`src/rtl/eth_irq_pkg.sv`:
```
// Package: status bit positions, valid-bit mask and register offsets shared by
// the interrupt register block. Assumes a 32-bit register word.
package eth_irq_pkg;
    localparam int REG_W = 32;

    localparam int B_RX_OVR  = 0;
    localparam int B_RX_ERR  = 1;
    localparam int B_RX_FIN  = 2;
    localparam int B_RX_DONE = 3;
    localparam int B_TX_UND  = 4;
    localparam int B_TX_ERR  = 5;
    localparam int B_TX_FIN  = 6;
    localparam int B_TX_DONE = 7;
    localparam int B_SOFT    = 12;
    localparam int B_WAKE    = 13;

    localparam logic [REG_W-1:0] VALID_MASK = 32'h0000_30FF;

    localparam logic [3:0] OFF_STATUS = 4'h0;
    localparam logic [3:0] OFF_ENABLE = 4'h4;
    localparam logic [3:0] OFF_CLEAR  = 4'h8;
    localparam logic [3:0] OFF_SET    = 4'hC;

    // Per-queue event bundle produced by the queue event detector.
    typedef struct packed {
        logic done;
        logic finished;
        logic error;
        logic fatal;
    } queue_ev_t;
endpackage

```
`src/rtl/eth_irq_queue_events.sv`:
```
// Module: turns one queue's raw datapath indications into four event pulses
// (fatal, error, finished, done). Assumes the indices change synchronously to
// clk and that an empty queue (indices equal) is the state at reset.
module eth_irq_queue_events
    import eth_irq_pkg::*;
#(
    parameter int IDX_W = 8,
    parameter int ERR_N = 6
) (
    input  logic             clk,
    input  logic             rst_n,
    input  logic             xrun,
    input  logic             xrun_fatal,
    input  logic [ERR_N-1:0] err_flags,
    input  logic             desc_done,
    input  logic             desc_irq,
    input  logic [IDX_W-1:0] prod_idx,
    input  logic [IDX_W-1:0] cons_idx,
    output queue_ev_t        ev
);
    logic idx_equal;
    logic idx_equal_q;

    // Compare produce and consume indices.
    assign idx_equal = (prod_idx == cons_idx);

    // Remember last cycle's equality; empty queue assumed at reset.
    always_ff @(posedge clk) begin
        if (!rst_n) idx_equal_q <= 1'b1;
        else        idx_equal_q <= idx_equal;
    end

    // Derive the four event pulses for this cycle.
    always_comb begin
        ev.fatal    = xrun & xrun_fatal;
        ev.error    = (|err_flags) | xrun;
        ev.finished = idx_equal & ~idx_equal_q;
        ev.done     = desc_done & desc_irq;
    end

    // a finished pulse is never followed by another in the next cycle
    a_r3_single_finish: assert property (@(posedge clk) disable iff (!rst_n)
        ev.finished |=> !ev.finished);
endmodule

```
`src/rtl/eth_irq_status_bank.sv`:
```
// Module: sticky status bits. Each valid bit is set by a hardware event or a
// set write and cleared by a clear write; set sources win over clear.
// Assumes set/clear masks are already qualified by the write strobe.
module eth_irq_status_bank
    import eth_irq_pkg::*;
#(
    parameter int                W     = REG_W,
    parameter logic [W-1:0]      VALID = VALID_MASK
) (
    input  logic         clk,
    input  logic         rst_n,
    input  logic [W-1:0] hw_ev,
    input  logic [W-1:0] set_mask,
    input  logic [W-1:0] clr_mask,
    output logic [W-1:0] status
);
    for (genvar i = 0; i < W; i++) begin : g_bit
        if (VALID[i]) begin : g_live
            // Sticky bit: set sources have priority over clear.
            always_ff @(posedge clk) begin
                if (!rst_n)
                    status[i] <= 1'b0;
                else if (hw_ev[i] || set_mask[i])
                    status[i] <= 1'b1;
                else if (clr_mask[i])
                    status[i] <= 1'b0;
            end

            // an event or set in the same cycle as a clear leaves the bit set
            a_r10_set_wins: assert property (@(posedge clk) disable iff (!rst_n)
                (hw_ev[i] || set_mask[i]) |=> status[i]);

            // a clear write with no competing source drops the bit
            a_r2_clear_drops: assert property (@(posedge clk) disable iff (!rst_n)
                (clr_mask[i] && !hw_ev[i] && !set_mask[i]) |=> !status[i]);
        end else begin : g_dead
            // Unused position: constant zero flop, inputs ignored.
            always_ff @(posedge clk) begin
                if (!rst_n) status[i] <= 1'b0;
                else        status[i] <= 1'b0 & (hw_ev[i] | set_mask[i] | clr_mask[i]);
            end
        end
    end
endmodule

```
`src/rtl/eth_irq_reg_port.sv`:
```
// Module: register port. Decodes the byte address, holds the enable mask,
// produces write-one set/clear masks and registers read data one cycle after
// the address. Assumes single-cycle writes with reg_wr high for one cycle.
module eth_irq_reg_port
    import eth_irq_pkg::*;
#(
    parameter int ADDR_W = 4
) (
    input  logic              clk,
    input  logic              rst_n,
    input  logic [ADDR_W-1:0] reg_addr,
    input  logic              reg_wr,
    input  logic [REG_W-1:0]  reg_wdata,
    input  logic [REG_W-1:0]  status,
    output logic [REG_W-1:0]  enable,
    output logic [REG_W-1:0]  set_mask,
    output logic [REG_W-1:0]  clr_mask,
    output logic [REG_W-1:0]  reg_rdata
);
    localparam logic [ADDR_W-1:0] A_STATUS = ADDR_W'(OFF_STATUS);
    localparam logic [ADDR_W-1:0] A_ENABLE = ADDR_W'(OFF_ENABLE);
    localparam logic [ADDR_W-1:0] A_CLEAR  = ADDR_W'(OFF_CLEAR);
    localparam logic [ADDR_W-1:0] A_SET    = ADDR_W'(OFF_SET);

    logic [REG_W-1:0] wdata_ok;

    // Drop writes to unused bit positions.
    assign wdata_ok = reg_wdata & VALID_MASK;

    // One-cycle set and clear masks from writes to their offsets.
    always_comb begin
        set_mask = '0;
        clr_mask = '0;
        if (reg_wr && reg_addr == A_SET)   set_mask = wdata_ok;
        if (reg_wr && reg_addr == A_CLEAR) clr_mask = wdata_ok;
    end

    // Enable mask register.
    always_ff @(posedge clk) begin
        if (!rst_n)                         enable <= '0;
        else if (reg_wr && reg_addr == A_ENABLE) enable <= wdata_ok;
    end

    // Registered read mux.
    always_ff @(posedge clk) begin
        if (!rst_n) begin
            reg_rdata <= '0;
        end else begin
            unique case (reg_addr)
                A_STATUS: reg_rdata <= status;
                A_ENABLE: reg_rdata <= enable;
                default:  reg_rdata <= '0;
            endcase
        end
    end
endmodule

```
`src/rtl/eth_dma_irq_regs.sv`:
```
// Module: top of the Ethernet DMA interrupt register block. Builds the status
// event vector from the two queue detectors and the wake-up input, keeps the
// sticky status, and drives a registered interrupt output.
// Assumes all inputs are synchronous to clk.
module eth_dma_irq_regs
    import eth_irq_pkg::*;
#(
    parameter int IDX_W    = 8,
    parameter int ADDR_W   = 4,
    parameter int RX_ERR_N = 6,
    parameter int TX_ERR_N = 4
) (
    input  logic                clk,
    input  logic                rst_n,
    input  logic [ADDR_W-1:0]   reg_addr,
    input  logic                reg_wr,
    input  logic [REG_W-1:0]    reg_wdata,
    output logic [REG_W-1:0]    reg_rdata,
    input  logic                rx_overrun,
    input  logic                rx_overrun_fatal,
    input  logic [RX_ERR_N-1:0] rx_err_flags,
    input  logic                rx_desc_done,
    input  logic                rx_desc_irq,
    input  logic [IDX_W-1:0]    rx_prod_idx,
    input  logic [IDX_W-1:0]    rx_cons_idx,
    input  logic                tx_underrun,
    input  logic                tx_underrun_fatal,
    input  logic [TX_ERR_N-1:0] tx_err_flags,
    input  logic                tx_desc_done,
    input  logic                tx_desc_irq,
    input  logic [IDX_W-1:0]    tx_prod_idx,
    input  logic [IDX_W-1:0]    tx_cons_idx,
    input  logic                wake_event,
    output logic                irq_out
);
    queue_ev_t        rx_ev, tx_ev;
    logic [REG_W-1:0] hw_ev, set_mask, clr_mask, status, enable;
    logic             irq_any;

    eth_irq_queue_events #(.IDX_W(IDX_W), .ERR_N(RX_ERR_N)) u_rx_ev (
        .clk(clk), .rst_n(rst_n),
        .xrun(rx_overrun), .xrun_fatal(rx_overrun_fatal), .err_flags(rx_err_flags),
        .desc_done(rx_desc_done), .desc_irq(rx_desc_irq),
        .prod_idx(rx_prod_idx), .cons_idx(rx_cons_idx), .ev(rx_ev)
    );

    eth_irq_queue_events #(.IDX_W(IDX_W), .ERR_N(TX_ERR_N)) u_tx_ev (
        .clk(clk), .rst_n(rst_n),
        .xrun(tx_underrun), .xrun_fatal(tx_underrun_fatal), .err_flags(tx_err_flags),
        .desc_done(tx_desc_done), .desc_irq(tx_desc_irq),
        .prod_idx(tx_prod_idx), .cons_idx(tx_cons_idx), .ev(tx_ev)
    );

    // Place queue and wake-up events at their status bit positions.
    always_comb begin
        hw_ev            = '0;
        hw_ev[B_RX_OVR]  = rx_ev.fatal;
        hw_ev[B_RX_ERR]  = rx_ev.error;
        hw_ev[B_RX_FIN]  = rx_ev.finished;
        hw_ev[B_RX_DONE] = rx_ev.done;
        hw_ev[B_TX_UND]  = tx_ev.fatal;
        hw_ev[B_TX_ERR]  = tx_ev.error;
        hw_ev[B_TX_FIN]  = tx_ev.finished;
        hw_ev[B_TX_DONE] = tx_ev.done;
        hw_ev[B_WAKE]    = wake_event;
    end

    eth_irq_reg_port #(.ADDR_W(ADDR_W)) u_port (
        .clk(clk), .rst_n(rst_n),
        .reg_addr(reg_addr), .reg_wr(reg_wr), .reg_wdata(reg_wdata),
        .status(status), .enable(enable),
        .set_mask(set_mask), .clr_mask(clr_mask), .reg_rdata(reg_rdata)
    );

    eth_irq_status_bank #(.W(REG_W), .VALID(VALID_MASK)) u_bank (
        .clk(clk), .rst_n(rst_n),
        .hw_ev(hw_ev), .set_mask(set_mask), .clr_mask(clr_mask), .status(status)
    );

    // Any enabled status bit requests an interrupt.
    assign irq_any = |(status & enable);

    // Register the interrupt output.
    always_ff @(posedge clk) begin
        if (!rst_n) irq_out <= 1'b0;
        else        irq_out <= irq_any;
    end

    // an enabled pending bit raises the line one cycle later
    a_r9_irq_rise: assert property (@(posedge clk) disable iff (!rst_n)
        irq_any |=> irq_out);

    // with nothing enabled and pending the line is low one cycle later
    a_r9_irq_fall: assert property (@(posedge clk) disable iff (!rst_n)
        !irq_any |=> !irq_out);
endmodule

```
`config.mk`:
```
export PLATFORM = sky130hd
export DESIGN_NAME = eth_dma_irq_regs
export DESIGN_NICKNAME = d
export VERILOG_FILES = /design/src/rtl/eth_irq_pkg.sv /design/src/rtl/eth_irq_queue_events.sv /design/src/rtl/eth_irq_status_bank.sv /design/src/rtl/eth_irq_reg_port.sv /design/src/rtl/eth_dma_irq_regs.sv
export SDC_FILE = /design/constraint.sdc
export NUM_CORES = 1
export LEC_CHECK = 0
export ABC_CLOCK_PERIOD_IN_PS = 1100
export BUFFER_PORTS_ARGS = -buffer_cell sky130_fd_sc_hd__buf_2
export CAP_MARGIN = 10
export CORE_ASPECT_RATIO = 0.6
export CORE_MARGIN = 2
export CORE_UTILIZATION = 45
export CTS_CLUSTER_DIAMETER = 150
export DETAILED_ROUTE_END_ITERATION = 8
export GPL_TIMING_DRIVEN = 0
export PLACE_DENSITY = 0.78
export SYNTH_ARGS = -nofsm -noshare
export SYNTH_HDL_FRONTEND = slang
export SYNTH_HIERARCHICAL = 1
export SYNTH_SLANG_ARGS = --single-unit
```
`constraint.sdc`:
```
create_clock -name clk -period 1.1 [get_ports clk]
set_input_delay 0 -clock clk [delete_from_list [all_inputs] [get_ports clk]]
set_output_delay 0 -clock clk [all_outputs]
set_load 0.02 [all_outputs]
```
==> results of run 1 <==
## routing by layer
layer,track usage,share of wire,vias to the layer above
met2,0.339,0.47,96
met4,0.0567,0.012,0
li1,-,-,1231
met1,0.255,0.45,1106
met3,0.0493,0.070,9
met5,0,0,-
## registers in the layout, indices dropped and copies added, names as in the netlist
| name | flops |
|---|---|
| u_port/enable | 10 |
| u_rx_ev/idx_equal_q | 1 |
| irq_out | 1 |
| u_bank/status | 10 |
| u_tx_ev/idx_equal_q | 1 |
| u_port/reg_rdata | 32 |
## report_power, final
part,internal [mW],total [mW],switching [mW]
combinational,0.377,0.663,0.286
sequential,2.04,2.07,0.0300
clock,0.496,1.13,0.638
## timing repair
item,CTS,global route
pin swaps,4,6
buffers inserted,3,1
resized for setup,11,3
endpoints found under the hold margin,13,0
endpoints found under the setup margin,1,10
hold buffers,16,0
## cells in the final DEF, fill, tap and decap left out, types with 2 or more instances in the layout
master and instances:
o21ai_1 2, dfxtp_1 47, conb_1 45, nor3_1 2, nor3_2 2, a22oi_1 19, clkbuf_8 6, clkbuf_1 5
nor4b_4 2, and3_1 22, buf_2 100, nand2_1 23, a22oi_2 7, dfxtp_2 8, buf_4 50, o31a_1 10
nand4_1 8, nor2b_1 20, dlygate4sd3_1 16, mux2i_1 10, and2_1 24, nor4_4 2, clkbuf_2 2, xnor2_1 16
## cell type report
cell class / instances / area [µm²]
buffer: 54 / 385
clock buffer: 6 / 82.6
clock inverter: 1 / 5.00
fill: 483 / 1910
multi-input combinational: 218 / 1450
sequential: 55 / 1110
tap: 80 / 100
timing repair buffer: 120 / 691
## path summary, 6_finish.rpt
kind,slack (ps),end,from
setup / recovery,-80,irq_out,u_port/enable[2]
setup reg to reg,-80,irq_out,u_port/enable[2]
hold / removal,4,u_bank/status[1],rx_err_flags[4]
hold reg to reg,490,u_port/enable[5],u_port/enable[5]
## through the flow
stage	hold WS [ps]	instances	setup WS, ps	util	power [mW]
after floorplan	80.0	327	12.8	-	2.47
after global placement	223	507	-216	0.612	2.67
after detailed placement	229	507	-285	0.612	2.69
after CTS	0.203	533	-67.5	0.664	3.86
after global routing	2.51	534	-122	0.667	4.06
final	4.15	534	-75.5	0.667	3.86
## worst register-to-register path: stages (launching register included)
cell and delay (ps):
dfxtp_2 340, a22oi_2 200, nand4_1 120, o41a_1 410
==> flow_metrics.tcl, run 1 <==
set metrics [dict create \
    r2r_cells 3 \
    drt_first_pass_iters 4 \
    layout.nets 544 \
    ant_nets 0 \
    htreeDepth 2 \
    startpoint_type "register" \
    die_area_um2 6760 \
    relSlewSlack 0.587 \
    clock_path_buffers 2 \
    rsz0062_at_grt "true" \
    critPathMaxFanout 2 \
    worstMarginPinSlew_ps 617 \
    ioPinCount 123 \
    period_share 1.07 \
    grt_pass1_vias 2336 \
    diodes 0 \
    drc 0 \
    cts.clk_slew.worst_paths_ps 100 \
    core_area_um2 5730 \
    port_buffers 100 \
    cts_tree "done" \
    dieWidth_um 105 \
    syn-mean-instance-area_um2 9.64 \
    routed_wl_mm 6.67 \
    place_area_um2 3500 \
    drive_gt1_frac 0.401 \
    cts.sinks 55 \
    slowest_stage "o41a_1" \
    grt_pass1_wl_mm 10.7 \
    criticalPathCategory "register to register" \
    max_freq_ghz 0.851 \
    via_per_inst 4.57 \
    finalSetupViolCount 1 \
    maxSlewViolCount 0 \
    root_buffer "clkbuf_8" \
    violations "setup timing" \
    areaGrowthSynthToFinish_pct 39.2 \
    row_count 21 \
    finalSetupTns_ps -75.5 \
    crit_family "compound AO/OA/AOI/OAI gates" \
    fin_area_um2 3820 \
    first_iter_violations 77 \
    overflow 0 \
    track_usage 0.200 \
    routedWlPerCell_um 12.5 \
    p_leak_nw 1.94 \
    antenna_found_initial 0 \
    dp_hpwl_mm 4.92 \
    synthesis.yosys.warnings 6 \
    hold_violations 0 \
    hold_depth 4 \
    die_h_um 64.5 \
    p_per_area_nw_per_um2 1010 \
    synthCells 285 \
    worstHoldPathType "primary input to register" \
    initial_utilization 0.479 \
    cp-end-kind "register" \
    crit_chain "a22oi_2 > nand4_1 > o41a_1" \
    layout_setup_ws_ps -75.5 \
    place_congestion 0.840 \
    slowest_delay_ps 410 \
    status "complete, but fails checks" \
    grt_start_max_net_pins 16 \
    worst-path-stages 3 \
    irDropWorstVdd_v 0.000529 \
    syn-cell-area_um2 2750 \
    clkLatencyLatePin_ps 300 \
    critPathArrivalTime_ps 1370 \
    required_ps 1300 \
    post-route-min-period_ps 1180 \
    clock-skew-final_ps 5.33 \
    maxCapViolations 0 \
    vias 2442 \
    cts_made_buffers 5 \
    cp_num_buf_inv 0 \
]
Note: power is estimated with default switching activity, not from simulation.
==> inputs of run 2 (changes only) <==
--- a/config.mk
+++ b/config.mk
@@ -8,13 +8,13 @@
 export ABC_CLOCK_PERIOD_IN_PS = 1100
 export BUFFER_PORTS_ARGS = -buffer_cell sky130_fd_sc_hd__buf_2
 export CAP_MARGIN = 10
-export CORE_ASPECT_RATIO = 0.6
 export CORE_MARGIN = 2
 export CORE_UTILIZATION = 45
 export CTS_CLUSTER_DIAMETER = 150
 export DETAILED_ROUTE_END_ITERATION = 8
 export GPL_TIMING_DRIVEN = 0
 export PLACE_DENSITY = 0.78
+export RECOVER_POWER = 100
 export SYNTH_ARGS = -nofsm -noshare
 export SYNTH_HDL_FRONTEND = slang
 export SYNTH_HIERARCHICAL = 1
==> run 2 against run 1 <==
The flow still finishes with violations (setup timing). Combinational power is 2% lower. Sequential power hardly changed. Global-route usage is 1.2 points lower. Hold slack worse by 3.0 ps. Clock power hardly changed. Total power is 0.32% lower. Critical endpoint unchanged.
==> flow_metrics.tcl, run 2 (same netlist as run 1, synthesis figures left out) <==
set metrics [dict create \
    criticalPathCategory "register to register" \
    areaGrowthSynthToFinish_pct 39.2 \
    ioPinCount 123 \
    fillers 497 \
    final_common_cell "buf_2" \
    finalNonFillerCells 530 \
    cts.sinks 55 \
    p_per_area_nw_per_um2 1010 \
    row_count 28 \
    die_area_um2 6740 \
    rsz0062_at_grt "true" \
    routedWlPerCell_um 11.5 \
    dp.cells 502 \
    maxCapViolations 0 \
    max_freq_ghz 0.811 \
    regToRegSetupSlack_ps -130 \
    place_area_um2 3500 \
    startpoint_type "register" \
    violations "setup timing" \
    cts_tree "done" \
    critPathMaxFanout 2 \
    via_per_inst 4.55 \
    drive_gt1_frac 0.387 \
    antenna_found_initial 0 \
    core_area_um2 5920 \
    largest_reg_flops 32 \
    layout_setup_ws_ps -133 \
    maxSlewViolCount 0 \
    place_ws_ps -253 \
    htreeDepth 2 \
    regMostFlops "u_port/reg_rdata" \
    post-route-min-period_ps 1230 \
    hold_slack_ps 1.10 \
    mostFrequentLayoutCells "97 x buf_2, 50 x dfxtp_1, 48 x buf_4" \
    grt_pass1_vias 2268 \
    worstMarginPinSlew_ps 570 \
    r2r_cells 3 \
    largestRegisters "u_port/reg_rdata: 32 flops, u_bank/status: 10 flops, u_port/enable: 10 flops" \
    die_h_um 82.1 \
    period_share 1.12 \
    root_buffer "clkbuf_8" \
    grt_pass1_wl_mm 9.85 \
    finalSetupViolCount 2 \
    finalSetupTns_ps -144 \
    required_ps 1290 \
    vias 2409 \
    worstHoldPathType "primary input to register" \
    track_usage 0.188 \
    relSlewSlack 0.619 \
    ant_nets 0 \
    clkLatencyLatePin_ps 310 \
    irDropWorstVdd_v 0.000513 \
    critPathArrivalTime_ps 1420 \
    diodes 0 \
    drc 0 \
    overflow 0 \
    dieWidth_um 82.1 \
    hold_violations 0 \
    place_congestion 0.752 \
    hold_depth 4 \
    grt_start_max_net_pins 19 \
    cts_made_buffers 5 \
    dp_hpwl_mm 4.58 \
    clock-skew-final_ps 15.9 \
    fin_area_um2 3820 \
    first_iter_violations 50 \
    cp-end-kind "register" \
    drt_first_pass_iters 5 \
    routed_wl_mm 6.07 \
    status "complete, but fails checks" \
    cts.clk_slew.worst_paths_ps 110 \
    port_buffers 100 \
    initial_utilization 0.464 \
    layout.nets 544 \
    clock_path_buffers 2 \
    p_leak_nw 1.93 \
]
[run 2: cell count changes in the layout (fill, tap and decap cells not counted), moves of 2 or more]
cell	change
buf_2	-3
clkbuf_1	+3
dfxtp_1	+3
dfxtp_2	-3
buf_4	-2
dlygate4sd3_1	+2
[run 2: area by class of cell]
| cell class | instances | area (µm²) | share of cell area |
|---|---|---|---|
| Buffer | 54 | 385 | 0.101 |
| Timing Repair Buffer | 120 | 692 | 0.181 |
| Tap cell | 75 | 93.8 | 0.0245 |
| Multi-Input combinational cell | 218 | 1450 | 0.380 |
| Sequential cell | 55 | 1110 | 0.290 |
| Clock buffer | 5 | 68.8 | 0.0180 |
| Clock inverter | 3 | 22.5 | 0.00589 |
[run 2: worst max-delay path, stage by stage, from the launching register on]
cell and delay, ps:
dfxtp_2 340, a22oi_2 200, nand4_1 120, o41a_1 440
[run 2: what timing repair did]
action	in CTS	in global routing
endpoints found under the hold margin	15	0
hold buffers	18	0
pin swaps	1	4
setup endpoints to repair	1	4
setup buffers	0	2
resized for setup	5	7
[run 2: worst paths after layout]
kind / to / startpoint
max: irq_out / u_port/enable[3]
min: u_bank/status[5] / tx_err_flags[3]
max reg2reg: irq_out / u_port/enable[3]
min reg2reg: u_port/enable[13] / u_port/enable[13]
[run 2: report_power, final]
group	internal (mW)	leakage (nW)	switching, mW
sequential	2.03	0.449	0.0291
clock	0.458	0.0485	0.677
combinational	0.375	1.43	0.278
[run 2: metrics by stage]
step | util | power, mW
after floorplan | - | 2.47
after detailed placement | 0.591 | 2.68
after global routing | 0.646 | 4.03
after global placement | 0.591 | 2.67
after CTS | 0.640 | 3.86
final | 0.646 | 3.85
[run 2: metal layers]
layer	vias up	track usage	wire length [µm]
li1	1235	-	-
met1	1080	0.218	2490
met2	88	0.354	3170
met3	6	0.0370	367
met4	0	0.0450	45
met5	-	0	0
